--- src/rtl/pit_pkg.sv ---
// Shared definitions for the periodic interval timer.
// Assumes a 2-bit register address and a data bus as wide as the counter.
package pit_pkg;

    localparam int ADDR_W = 2;

    // Register addresses on the bus
    typedef enum logic [ADDR_W-1:0] {
        A_RELOAD = 2'd0,
        A_CTRL   = 2'd1,
        A_STATUS = 2'd2,
        A_COUNT  = 2'd3
    } pit_addr_e;

    // Bit positions within the control register
    localparam int CTRL_RUN_BIT  = 0;
    localparam int CTRL_IEN_BIT  = 1;
    localparam int CTRL_WTHR_BIT = 2;
    localparam int CTRL_BITS     = 3;

    // Control register contents
    typedef struct packed {
        logic wthru;
        logic ien;
        logic run;
    } pit_ctrl_t;

    // Bit position of the wrap flag within the status register
    localparam int STAT_FLAG_BIT = 0;

endpackage

--- src/rtl/pit_regs.sv ---
// Register file of the interval timer: reload value, control bits,
// write decode and the read multiplexer.
// Assumes a single-cycle write strobe.
// Reads are combinational from bus_addr.
module pit_regs
    import pit_pkg::*;
#(
    parameter int CNT_W = 16
) (
    input  logic                 clk,
    input  logic                 rst_n,
    input  logic                 bus_we,
    input  logic [ADDR_W-1:0]    bus_addr,
    input  logic [CNT_W-1:0]     bus_wdata,
    input  logic [CNT_W-1:0]     cnt_value,
    input  logic                 flag,
    output logic [CNT_W-1:0]     bus_rdata,
    output logic [CNT_W-1:0]     reload_q,
    output pit_ctrl_t            ctrl_q,
    output logic                 wt_load,
    output logic [CNT_W-1:0]     wt_value,
    output logic                 flag_clr
);

    localparam logic [CNT_W-1:0] RELOAD_RST = '1;
    localparam int PAD_CTRL = CNT_W - CTRL_BITS;
    localparam int PAD_STAT = CNT_W - 1;

    logic wr_reload;
    logic wr_ctrl;
    logic wr_status;

    // Decode the write strobe per address
    always_comb begin
        wr_reload = bus_we && (bus_addr == A_RELOAD);
        wr_ctrl   = bus_we && (bus_addr == A_CTRL);
        wr_status = bus_we && (bus_addr == A_STATUS);
    end

    // Hold the reload value; software may rewrite it at any time
    always_ff @(posedge clk) begin
        if (!rst_n)
            reload_q <= RELOAD_RST;
        else if (wr_reload)
            reload_q <= bus_wdata;
    end

    // Hold the control bits
    always_ff @(posedge clk) begin
        if (!rst_n)
            ctrl_q <= '0;
        else if (wr_ctrl) begin
            ctrl_q.run   <= bus_wdata[CTRL_RUN_BIT];
            ctrl_q.ien   <= bus_wdata[CTRL_IEN_BIT];
            ctrl_q.wthru <= bus_wdata[CTRL_WTHR_BIT];
        end
    end

    // Requests sent to the counter and the flag
    always_comb begin
        wt_load  = wr_reload && ctrl_q.wthru;
        wt_value = bus_wdata;
        flag_clr = wr_status && bus_wdata[STAT_FLAG_BIT];
    end

    // Read multiplexer; unused bits read as zero
    always_comb begin
        unique case (pit_addr_e'(bus_addr))
            A_RELOAD: bus_rdata = reload_q;
            A_CTRL:   bus_rdata = {{PAD_CTRL{1'b0}}, ctrl_q};
            A_STATUS: bus_rdata = {{PAD_STAT{1'b0}}, flag};
            A_COUNT:  bus_rdata = cnt_value;
            default:  bus_rdata = '0;
        endcase
    end

    // a write to the reload register lands in it on the next edge
    assert_reload_written_R4: assert property (@(posedge clk) disable iff (!rst_n)
        wr_reload |=> (reload_q == $past(bus_wdata)));

    // control bits change only through a control write
    assert_ctrl_stable_R12: assert property (@(posedge clk) disable iff (!rst_n)
        !wr_ctrl |=> $stable(ctrl_q));

endmodule

--- src/rtl/pit_downcounter.sv ---
// Active down-counter of the interval timer.
// On an enabled tick it decrements, and at zero it reloads.
// A write-through request overrides both and loads its value directly.
// Assumes tick_en is a one-cycle pulse.
module pit_downcounter #(
    parameter int CNT_W = 16
) (
    input  logic             clk,
    input  logic             rst_n,
    input  logic             tick_en,
    input  logic             run,
    input  logic [CNT_W-1:0] reload_q,
    input  logic             wt_load,
    input  logic [CNT_W-1:0] wt_value,
    output logic [CNT_W-1:0] cnt_q,
    output logic             wrap
);

    localparam logic [CNT_W-1:0] CNT_RST = '1;
    localparam logic [CNT_W-1:0] CNT_ONE = CNT_W'(1);

    logic             step;
    logic             at_zero;
    logic [CNT_W-1:0] cnt_d;

    // Work out whether this cycle advances the count and whether it wraps
    always_comb begin
        step    = tick_en && run;
        at_zero = (cnt_q == '0);
        wrap    = step && at_zero;
    end

    // Next-state choice: write-through first, then wrap reload, then decrement
    always_comb begin
        if (wt_load)
            cnt_d = wt_value;
        else if (wrap)
            cnt_d = reload_q;
        else if (step)
            cnt_d = cnt_q - CNT_ONE;
        else
            cnt_d = cnt_q;
    end

    // Counter register
    always_ff @(posedge clk) begin
        if (!rst_n)
            cnt_q <= CNT_RST;
        else
            cnt_q <= cnt_d;
    end

    // an enabled tick on a nonzero count decrements by one
    assert_decrement_R2: assert property (@(posedge clk) disable iff (!rst_n)
        (tick_en && run && (cnt_q != '0) && !wt_load) |=> (cnt_q == $past(cnt_q) - CNT_ONE));

    // a wrap loads the reload register content
    assert_wrap_reload_R3: assert property (@(posedge clk) disable iff (!rst_n)
        (tick_en && run && (cnt_q == '0) && !wt_load) |=> (cnt_q == $past(reload_q)));

    // write-through always wins
    assert_write_through_R5: assert property (@(posedge clk) disable iff (!rst_n)
        wt_load |=> (cnt_q == $past(wt_value)));

    // without an enabled tick or a load the count holds
    assert_hold_idle_R6: assert property (@(posedge clk) disable iff (!rst_n)
        (!(tick_en && run) && !wt_load) |=> $stable(cnt_q));

endmodule

--- src/rtl/pit_flag.sv ---
// Sticky wrap flag with write-one-to-clear.
// A wrap in the same cycle as a clear leaves the flag set.
// Assumes wrap and clr are single-cycle requests.
module pit_flag (
    input  logic clk,
    input  logic rst_n,
    input  logic wrap,
    input  logic clr,
    output logic flag_q
);

    // Set beats clear
    always_ff @(posedge clk) begin
        if (!rst_n)
            flag_q <= 1'b0;
        else if (wrap)
            flag_q <= 1'b1;
        else if (clr)
            flag_q <= 1'b0;
    end

    // a wrap always leaves the flag set
    assert_flag_set_R7: assert property (@(posedge clk) disable iff (!rst_n)
        wrap |=> flag_q);

    // a clear without a wrap drops the flag
    assert_flag_clear_R7: assert property (@(posedge clk) disable iff (!rst_n)
        (clr && !wrap) |=> !flag_q);

    // the flag only rises through a wrap
    assert_flag_rise_R8: assert property (@(posedge clk) disable iff (!rst_n)
        $rose(flag_q) |-> $past(wrap));

endmodule

--- src/rtl/pit_timer.sv ---
// Top level of the periodic interval timer.
// It joins the register file, the down-counter and the wrap flag, and it gates the interrupt.
// Assumes tick_en is a one-cycle pulse at 8192 Hz generated elsewhere.
module pit_timer
    import pit_pkg::*;
#(
    parameter int CNT_W = 16
) (
    input  logic              clk,
    input  logic              rst_n,
    input  logic              tick_en,
    input  logic              bus_we,
    input  logic [1:0]        bus_addr,
    input  logic [CNT_W-1:0]  bus_wdata,
    output logic [CNT_W-1:0]  bus_rdata,
    output logic              irq
);

    pit_ctrl_t        ctrl_q;
    logic [CNT_W-1:0] reload_q;
    logic [CNT_W-1:0] cnt_q;
    logic [CNT_W-1:0] wt_value;
    logic             wt_load;
    logic             flag_clr;
    logic             flag_q;
    logic             wrap;

    // Registers and bus decode
    pit_regs #(.CNT_W(CNT_W)) u_regs (
        .clk       (clk),
        .rst_n     (rst_n),
        .bus_we    (bus_we),
        .bus_addr  (bus_addr),
        .bus_wdata (bus_wdata),
        .cnt_value (cnt_q),
        .flag      (flag_q),
        .bus_rdata (bus_rdata),
        .reload_q  (reload_q),
        .ctrl_q    (ctrl_q),
        .wt_load   (wt_load),
        .wt_value  (wt_value),
        .flag_clr  (flag_clr)
    );

    // Active counter
    pit_downcounter #(.CNT_W(CNT_W)) u_cnt (
        .clk      (clk),
        .rst_n    (rst_n),
        .tick_en  (tick_en),
        .run      (ctrl_q.run),
        .reload_q (reload_q),
        .wt_load  (wt_load),
        .wt_value (wt_value),
        .cnt_q    (cnt_q),
        .wrap     (wrap)
    );

    // Wrap flag
    pit_flag u_flag (
        .clk    (clk),
        .rst_n  (rst_n),
        .wrap   (wrap),
        .clr    (flag_clr),
        .flag_q (flag_q)
    );

    // Interrupt request: flag gated by the enable bit
    always_comb irq = flag_q && ctrl_q.ien;

    // a raised interrupt is always preceded by a wrap or an enable write
    assert_irq_cause_R10: assert property (@(posedge clk) disable iff (!rst_n)
        $rose(irq) |-> ($past(wrap) || $past(bus_we)));

endmodule

--- config.mk ---
export PLATFORM = sky130hd
export DESIGN_NAME = pit_timer
export DESIGN_NICKNAME = d
export VERILOG_FILES = /design/src/rtl/pit_pkg.sv /design/src/rtl/pit_regs.sv /design/src/rtl/pit_downcounter.sv /design/src/rtl/pit_flag.sv /design/src/rtl/pit_timer.sv
export SDC_FILE = /design/constraint.sdc
export NUM_CORES = 1
export LEC_CHECK = 0
export ABC_CLOCK_PERIOD_IN_PS = 1800
export CAP_MARGIN = 20
export CORE_MARGIN = 1.5
export CORE_UTILIZATION = 50
export DETAILED_ROUTE_END_ITERATION = 7
export DONT_BUFFER_PORTS = 1
export GPL_TIMING_DRIVEN = 0
export PLACE_DENSITY_LB_ADDON = 0.2
export REMOVE_ABC_BUFFERS = 1
export SKIP_LAST_GASP = 1
export SLEW_MARGIN = 20
export SYNTH_ARGS = -nofsm -noshare
export SYNTH_HDL_FRONTEND = slang
export SYNTH_HIERARCHICAL = 1
export SYNTH_SLANG_ARGS = --single-unit
--- constraint.sdc ---
create_clock -name clk -period 1.8 [get_ports clk]
set_input_delay 0.36 -clock clk [delete_from_list [all_inputs] [get_ports clk]]
set_output_delay 0.36 -clock clk [all_outputs]
set_load 0.02 [all_outputs]
==> flow_summary.toml, run 1 <==
[status]
status = "finished with violations"
violations = "negative setup slack"

[synthesis]
async_flop_share = 0
yosys_warnings = 6
avgSynthCellArea_um2 = 8.77
synth_edf_count = 0
synth.distinct_cells = 53
ys_seq_area_frac = 0.290
ys_ff_latch = 36
syn_area_mm2 = 0.00248
netlist_instances = 283
synthFlopType = "dfxtp_1"

[power_and_ir_drop]
switchingPower_mw = 0.467
comb_power_share = 0.156
power.total_mw = 1.66
switching_share = 0.281
p_leak_nw = 1.07
ir_worst_vdd_v = 0.000315
internal_power_mw = 1.19
clkPwrFrac = 0.323
power_density_mw_per_mm2 = 622
seqPwrFrac = 0.521

[clocking]
cts.sink_count = 36
clock_latency_ns = 0.30
cts_hold_buf = 0
htree_levels = 2
cts.path.max_buffers = 2
numCtsBuffers = 5
cts_tree = "done"
clkTransAtPathRegs_ns = 0.07
ctsRootBufferMaster = "clkbuf_8"

[floorplan]
ioPinCount = 39
die-height_um = 73.4
core.rowCount = 25
start_util = 0.522
fp.dieW_um = 73.4
die_area_mm2 = 0.00539
core_area_mm2 = 0.00475

[drt]
ant_nets = 0
vias = 2075
routed_wl_mm = 6.88
post_drt_wl_per_cell_um = 20.6
drt_iter0_drc = 190
avgViaCountPerCell = 6.21
firstDrtPassIters = 4
drc_errors = 0

[placement]
routabilityCongestion = 0.780
dp.cells = 312
dp_hpwl_mm = 3.86
portBuffers = 0

[sta]
fin_ws_ns = -0.140
relSlewSlack = 0.308
max_freq_mhz = 516
tns_ns = -0.950
tightest_slew_ns = 1.04
rsz0062_at_grt = "true"
drv_slew = 0
hold_viol_final = 0
clock_skew_ns = 0.00648
finalSetupViolations = 14
period_share = 1.08
period_minus_slack_ns = 1.94

[cells_and_area]
drive_gt1_frac = 0.251
final_cells = 334
fin_util = 0.561
nets = 292
synthToLayoutAreaGrowth_pct = 7.51
diodes = 0

[critical_path]
cp.required_ns = 1.97
cp-end-kind = "flop"
cpMaxStageDelayCell = "or3_4"
crit_type = "flop to flop"
cp_data_arrival_time_ns = 2.11
critPathLaunchType = "flop"
crit_path_max_incr_delay_ns = 0.40
cp_max_fo = 6
crit_chain = "inv_4 > ha_4 > nor3b_4 > buf_4 > nand4b_1 > buf_6 > or3_4 > o31ai_4 > a22oi_2"

[global_routing]
grt_max_degree = 41
grt_pass1_vias = 1994
grt_first_pass_wirelength_mm = 10.3
overflow = 0
grt.total_usage = 0.255
grt_antenna_before_repair = 0

[hold_path]
hold_path_class = "primary input to flop"

[job]
max_cap_violations = 0
[power groups by stage]
stage | clock, mW | combinational (mW) | sequential (mW)
global placement | 0 | 0.215 | 0.883
CTS | 0.543 | 0.239 | 0.862
finish | 0.536 | 0.260 | 0.865
floorplan | 0 | 0.191 | 0.873
global route | 0.590 | 0.279 | 0.869
detailed placement | 0 | 0.217 | 0.883
[layer usage]
metal	track usage	vias up	routed length [um]
met5	0	-	0
met4	0.148	0	142
met2	0.396	73	3190
met1	0.324	991	3110
li1	-	998	-
met3	0.0562	13	439
[stage by stage]
stage | setup slack (ns) | cell area (um^2) | hold slack (ns)
after global placement | -0.626 | 2300 | 0.432
after floorplan | -0.138 | 2220 | 0.422
after global routing | -0.242 | 2670 | 0.118
final | -0.140 | 2670 | 0.133
after CTS | -0.0857 | 2510 | 0.129
after detailed placement | -0.620 | 2300 | 0.434
[cell usage in the layout, fill, tap and decap left out, drive strengths merged, types with 2 or more instances in the layout]
cell | netlist | final
dfxtp | 36 | 36
nand2 | 26 | 26
o211ai | 20 | 20
inv | 20 | 19
nand4bb | 16 | 16
buf | 27 | 15
a22o | 13 | 13
o21ai | 13 | 13
nor2 | 12 | 12
mux2i | 8 | 8
nor4 | 8 | 8
xnor2 | 7 | 7
nand3 | 6 | 6
a21oi | 6 | 6
clkbuf | 11 | 5
a22oi | 5 | 5
or3 | 5 | 5
a31oi | 4 | 4
nor3 | 4 | 4
and2 | 3 | 3
xor2 | 3 | 3
o2111ai | 3 | 3
o31ai | 3 | 3
or2 | 1 | 2
nor3b | 2 | 2
or4 | 2 | 2
o2bb2ai | 2 | 2
and4bb | 1 | 2
o311ai | 2 | 2
[Yosys cell counts, types with 2 or more instances]
master,number,share of area
a21oi_1,6,0.012
a22o_1,13,0.046
a22oi_1,4,0.012
a31oi_1,4,0.010
and2_1,3,0.0076
buf_2,2,0.0040
buf_4,17,0.051
buf_6,6,0.027
clkbuf_1,11,0.017
dfxtp_1,36,0.29
inv_1,20,0.030
mux2i_1,8,0.032
nand2_1,26,0.039
nand3_1,6,0.012
nand4bb_1,16,0.073
nor2_1,11,0.017
nor3_1,4,0.0081
nor4_1,8,0.020
o2111ai_1,3,0.011
o211ai_1,9,0.027
o211ai_2,11,0.055
o21ai_0,13,0.026
o2bb2ai_1,2,0.0071
o31ai_1,2,0.0060
or3_1,5,0.013
or4_1,2,0.0060
xnor2_1,7,0.025
xor2_1,3,0.011
[timing repair]
item                       in CTS  in global routing
setup buffers                   7                  9
pin swaps                      10                 12
cloned                          1                  1
setup endpoints to repair      17                 17
gates resized for setup        32                 18
[worst max-delay path, delay by kind of cell, from the launching register on]
| family | cells | cell delay (ns) |
|---|---|---|
| AOI/OAI and AO/OA | 2 | 0.15 |
| adders and majority gates | 1 | 0.13 |
| DFF | 1 | 0.35 |
| and+or+nand+nor | 3 | 0.77 |
| buffers and inverters | 3 | 0.41 |
[sequential cells by signal, summed over array words and instances (netlist names)]
name,count
u_cnt/cnt_q,16
u_flag/flag_q,1
u_regs/ctrl_q,3
u_regs/reload_q,16
[cells by family after synthesis]
logic type | Yosys count | synth area share
AND/OR/NAND/NOR | 93 | 0.243
AO/OA/AOI/OAI | 75 | 0.245
XOR/XNOR | 10 | 0.0353
flip-flops | 36 | 0.290
multiplexers | 9 | 0.0414
adder cells (fa/ha/maj) | 1 | 0.00504
buffers and inverters | 59 | 0.141
[path summary, 6_finish.rpt]
| check | slack [ns] | cells after the start | to | from |
|---|---|---|---|---|
| setup reg to reg | -0.14 | 9 | u_cnt/cnt_q[3] | u_cnt/cnt_q[0] |
| setup / recovery | -0.14 | 9 | u_cnt/cnt_q[3] | u_cnt/cnt_q[0] |
| hold / removal | 0.13 | 1 | u_cnt/cnt_q[4] | rst_n |
| hold reg to reg | 0.50 | 2 | u_regs/ctrl_q[1] | u_regs/ctrl_q[1] |
[layout make-up]
| type | count | area [um^2] |
|---|---|---|
| inverters | 21 | 92.6 |
| multi-input cells | 190 | 1560 |
| flip-flops and latches | 36 | 737 |
| fillers | 453 | 2090 |
| clock buffers | 5 | 68.8 |
| repair buffers | 15 | 124 |
| well taps | 67 | 83.8 |
Power figures use the tool's default switching activity.
==> run 2, diff against run 1 <==
RECOVER_POWER = 50   (was unset)
==> run 2 against run 1 <==
The flow still finishes with violations (negative setup slack). Register-to-register slack is essentially flat. Via count rose by 1.5%. Final area shrank 1.2%. Non-clock buffer count unchanged. Setup slack gained 0.0095 ns. Clock power up 0.7%. Die area stayed put. Combinational power shrank 2%.
==> flow_summary.toml, run 2 (synthesis results as in run 1) <==
[floorplan]
core.rowCount = 25
start_util = 0.522
die_area_mm2 = 0.00539
die-height_um = 73.4
core_area_mm2 = 0.00475
fp.dieW_um = 73.4
ioPinCount = 39

[cells_and_area]
reg_top3 = "u_cnt/cnt_q: 16 flops, u_regs/reload_q: 16 flops, u_regs/ctrl_q: 3 flops"
nets = 292
regArea_um2 = 737
drive_gt1_frac = 0.232
diodes = 0
synthToLayoutAreaGrowth_pct = 6.25
multi_input_area_mm2 = 0.00153
fillCellCount = 454
fin_util = 0.554
final_cells = 334
final_cell_mix = "dfxtp_1, nand2_1, inv_1"
final_common_cell = "dfxtp_1"

[sta]
tightest_slew_ns = 1.43
finalSetupViolations = 14
period_share = 1.07
drv_slew = 0
rsz0062_at_grt = "true"
tns_ns = -0.887
hold_viol_final = 0
clock_skew_ns = 0.00377
period_minus_slack_ns = 1.93
fin_ws_ns = -0.130
max_freq_mhz = 518
relSlewSlack = 0.0429

[power_and_ir_drop]
power_density_mw_per_mm2 = 630
ir_worst_vdd_v = 0.000319
p_leak_nw = 1.06
power.total_mw = 1.66

[clocking]
ctsRootBufferMaster = "clkbuf_8"
cts_tree = "done"
cts.path.max_buffers = 2
cts.sink_count = 36
htree_levels = 2
clkTransAtPathRegs_ns = 0.07
numCtsBuffers = 5
clock_latency_ns = 0.30

[global_routing]
overflow = 0
grt_first_pass_wirelength_mm = 10.3
grt_pass1_vias = 1994
grt_max_degree = 41
grt_antenna_before_repair = 0
grt.total_usage = 0.255

[critical_path]
cp.required_ns = 1.98
cp_max_fo = 6
cp-end-kind = "flop"
cp_data_arrival_time_ns = 2.11
crit_type = "flop to flop"
critPathLaunchType = "flop"

[placement]
dp_hpwl_mm = 3.86
routabilityCongestion = 0.780
portBuffers = 0
dp.cells = 312

[status]
violations = "negative setup slack"
status = "finished with violations"

[hold_path]
hold_path_class = "primary input to flop"

[drt]
dr_wl_met3_um = 446
drt_iter0_drc = 190
vias = 2106
wl_met2_mm = 3.22
routed_wl_mm = 6.93
top_layer = "met4"
firstDrtPassIters = 5
drc_errors = 0
avgViaCountPerCell = 6.31
post_drt_wl_per_cell_um = 20.7
ant_nets = 0
wl_met1_mm = 3.14

[job]
max_cap_violations = 0
==> run 2: cell counts in the layout (fill, tap and decap cells not counted) <==
Identical to the previous run, type by type.
==> run 2: final cells by class <==
cell class	count	share of cell area
Clock buffer	5	0.0261
Sequential cell	36	0.280
Tap cell	67	0.0318
Multi-Input combinational cell	190	0.580
Timing Repair Buffer	15	0.0470
Inverter	21	0.0351
==> run 2: what timing repair did <==
item	in CTS	in global routing
gates cloned	1	1
pin swaps	10	12
gates resized for setup	32	18
setup buffers	7	9
hold buffers	0	0
endpoints found under the setup margin	17	17
==> run 2: through the flow <==
| step | area (um^2) | hold slack [ns] | setup slack (ns) |
|---|---|---|---|
| 2_1_floorplan | 2220 | 0.422 | -0.138 |
| 3_3_place_gp | 2300 | 0.432 | -0.626 |
| 3_5_place_dp | 2300 | 0.434 | -0.620 |
| 4_1_cts | 2510 | 0.129 | -0.0857 |
| 5_1_grt | 2640 | 0.118 | -0.242 |
| 6_report | 2640 | 0.135 | -0.130 |
==> run 2: routing by layer <==
layer	GRT usage	up-vias
met5	0	-
met4	0.148	0
met3	0.0562	11
met2	0.396	72
met1	0.324	1021
li1	-	1002
==> run 2: where the power goes <==
part	total [mW]	leakage, nW	internal [mW]	switching (mW)
clock network	0.540	0.0359	0.250	0.290
logic	0.255	0.729	0.111	0.144
registers	0.865	0.293	0.830	0.0357
==> run 2: path summary, 6_finish.rpt <==
| path | start | end | slack, ns | cells past startpoint |
|---|---|---|---|---|
| hold reg to reg | u_regs/ctrl_q[1] | u_regs/ctrl_q[1] | 0.50 | 2 |
| hold / removal | rst_n | u_regs/reload_q[0] | 0.14 | 1 |
| setup / recovery | u_cnt/cnt_q[0] | u_cnt/cnt_q[3] | -0.13 | 9 |
| setup reg to reg | u_cnt/cnt_q[0] | u_cnt/cnt_q[3] | -0.13 | 9 |
==> run 2: critical path, cell delays in order, from the launching register on <==
cell	delay [ns]
dfxtp_4	0.35
inv_4	0.06
ha_4	0.13
nor3b_4	0.20
buf_4	0.15
nand4b_1	0.17
buf_6	0.20
or3_4	0.40
o31ai_4	0.07
a22oi_2	0.08
==> run 3, diff against run 2 <==
CORE_ASPECT_RATIO = 1.4   (was unset)
==> run 3 against run 2 <==
The flow finishes with violations (max-capacitance violations, max-slew violations, negative setup slack). Wire length is 0.20% lower. Maximum frequency decreased by 0.80%. Global-route usage is 0.72 points lower. Via count rose by 0.57%. Sequential power about the same. Register-to-register slack worse by 0.02 ns. Critical path type unchanged. Critical endpoint is now u_cnt/cnt_q[2]. Largest cell class unchanged.
==> flow_summary.toml, run 3 (synthesis results as in run 1) <==
[placement]
portBuffers = 0
dp.cells = 309
dp_hpwl_mm = 4.01
routabilityCongestion = 0.787
postPlaceCellArea_mm2 = 0.00230

[critical_path]
crit_path_max_incr_delay_ns = 0.43
cp.required_ns = 1.98
timing.rr.start = "u_cnt/cnt_q[12]"
r2r_end = "u_cnt/cnt_q[2]"
worst-path-buf-inv = 0
cp_max_fo = 8
cp-end-kind = "flop"
crit_chain = "or3_4 > or3_4 > or2_4 > nor3_1 > o21ai_1"
crit_type = "flop to flop"
cp_top_family = "simple AND/OR/NAND/NOR gates"
r2r_cells = 5
cpMostUsedCell = "or3_4"
cp_data_arrival_time_ns = 2.12
cpMaxStageDelayCell = "or3_4"
critPathLaunchType = "flop"
rrSetupSlack_ns = -0.15

[status]
status = "finished with violations"
violations = "max-capacitance violations, max-slew violations, negative setup slack"

[global_routing]
grt_pass1_vias = 2029
grt.total_usage = 0.248
grt_antenna_before_repair = 0
overflow = 0
grt_max_degree = 41
grt_first_pass_wirelength_mm = 10.5

[cells_and_area]
fillCellCount = 473
drive_gt1_frac = 0.237
regArea_um2 = 736
reg_top3 = "u_cnt/cnt_q: 16 flops, u_regs/reload_q: 16 flops, u_regs/ctrl_q: 3 flops"
nets = 291
final_cells = 330
post-route-cell-area_mm2 = 0.00259
final_cell_mix = "dfxtp_1, nand2_1, inv_1"
synthToLayoutAreaGrowth_pct = 4.39
final_common_cell = "dfxtp_1"
diodes = 0
multi_input_area_mm2 = 0.00150

[floorplan]
die-height_um = 86.4
core.rowCount = 30
start_util = 0.516
core_area_mm2 = 0.00480
ioPinCount = 39
fp.dieW_um = 62.5
die_area_mm2 = 0.00540

[clocking]
cts_tree = "done"
cts.path.max_buffers = 2
clock_latency_ns = 0.29
clkTransAtPathRegs_ns = 0.07
ctsRootBufferMaster = "clkbuf_8"
htree_levels = 2
numCtsBuffers = 5
cts.sink_count = 36

[sta]
fin_ws_ns = -0.146
rsz0062_at_grt = "true"
period_minus_slack_ns = 1.95
max_freq_mhz = 514
finalSetupViolations = 13
tightest_slew_ns = 1.56
clock_skew_ns = 0.00317
whs_ns = 0.134
period_share = 1.08
relSlewSlack = -0.0450
hold_viol_final = 0
drv_slew = 17

[drt]
wl_met2_mm = 3.58
drc_errors = 0
wl_met1_mm = 2.76
post_drt_wl_per_cell_um = 21.0
top_layer = "met4"
ant_nets = 0
avgViaCountPerCell = 6.42
dr_wl_met3_um = 475
routed_wl_mm = 6.92
drt_iter0_drc = 123
vias = 2118
firstDrtPassIters = 4

[hold_path]
min_to = "u_regs/reload_q[0]"
hold_path_class = "primary input to flop"
hp-start = "rst_n"
hold_depth = 1

[power_and_ir_drop]
p_leak_nw = 1.00
ir_worst_vdd_v = 0.000396
power.total_mw = 1.66
power_density_mw_per_mm2 = 641

[job]
max_cap_violations = 1
-- run 3: report_power, final --
part | switching, mW | total [mW] | internal (mW)
Sequential | 0.0325 | 0.862 | 0.829
Clock | 0.284 | 0.534 | 0.250
Combinational | 0.150 | 0.264 | 0.114
Total | 0.466 | 1.66 | 1.19
-- run 3: worst max path at each step --
stage	endpoint	start	slack [ns]	cells after the start
finish	u_cnt/cnt_q[2]	u_cnt/cnt_q[12]	-0.15	5
global route	u_cnt/cnt_q[3]	u_cnt/cnt_q[1]	-0.15	9
CTS	u_cnt/cnt_q[5]	u_cnt/cnt_q[12]	-0.08	5
detailed placement	u_cnt/cnt_q[3]	u_cnt/cnt_q[0]	-0.58	8
global placement	u_cnt/cnt_q[3]	u_cnt/cnt_q[0]	-0.58	8
floorplan	u_cnt/cnt_q[5]	u_cnt/cnt_q[12]	-0.14	5
-- run 3: repair_timing --
item                                    4_1_cts  5_1_grt
cloned                                        1        1
buffers inserted                              9        5
hold endpoints to repair                      0        0
endpoints found under the setup margin       17       17
gates resized for setup                      34       10
pin swaps                                     9        7
hold buffers                                  0        0
-- run 3: area by class of cell --
cell class | instances | share of cell area
Sequential cell | 36 | 0.284
Clock buffer | 5 | 0.0266
Multi-Input combinational cell | 190 | 0.580
Inverter | 21 | 0.0348
Tap cell | 64 | 0.0309
Timing Repair Buffer | 14 | 0.0435
-- run 3: stage by stage --
stage	TNS, ns	utilization	worst slack [ns]
after floorplan	-1.25	-	-0.138
after global placement	-7.12	0.478	-0.582
after detailed placement	-7.65	0.478	-0.584
after CTS	-0.414	0.525	-0.0799
after global routing	-1.45	0.539	-0.150
final	-0.712	0.539	-0.146
-- run 3: metal layers --
layer,track usage,vias to the layer above
met5,0,-
met4,0.0889,0
met3,0.0506,8
met2,0.455,70
met1,0.285,1040
li1,-,1000
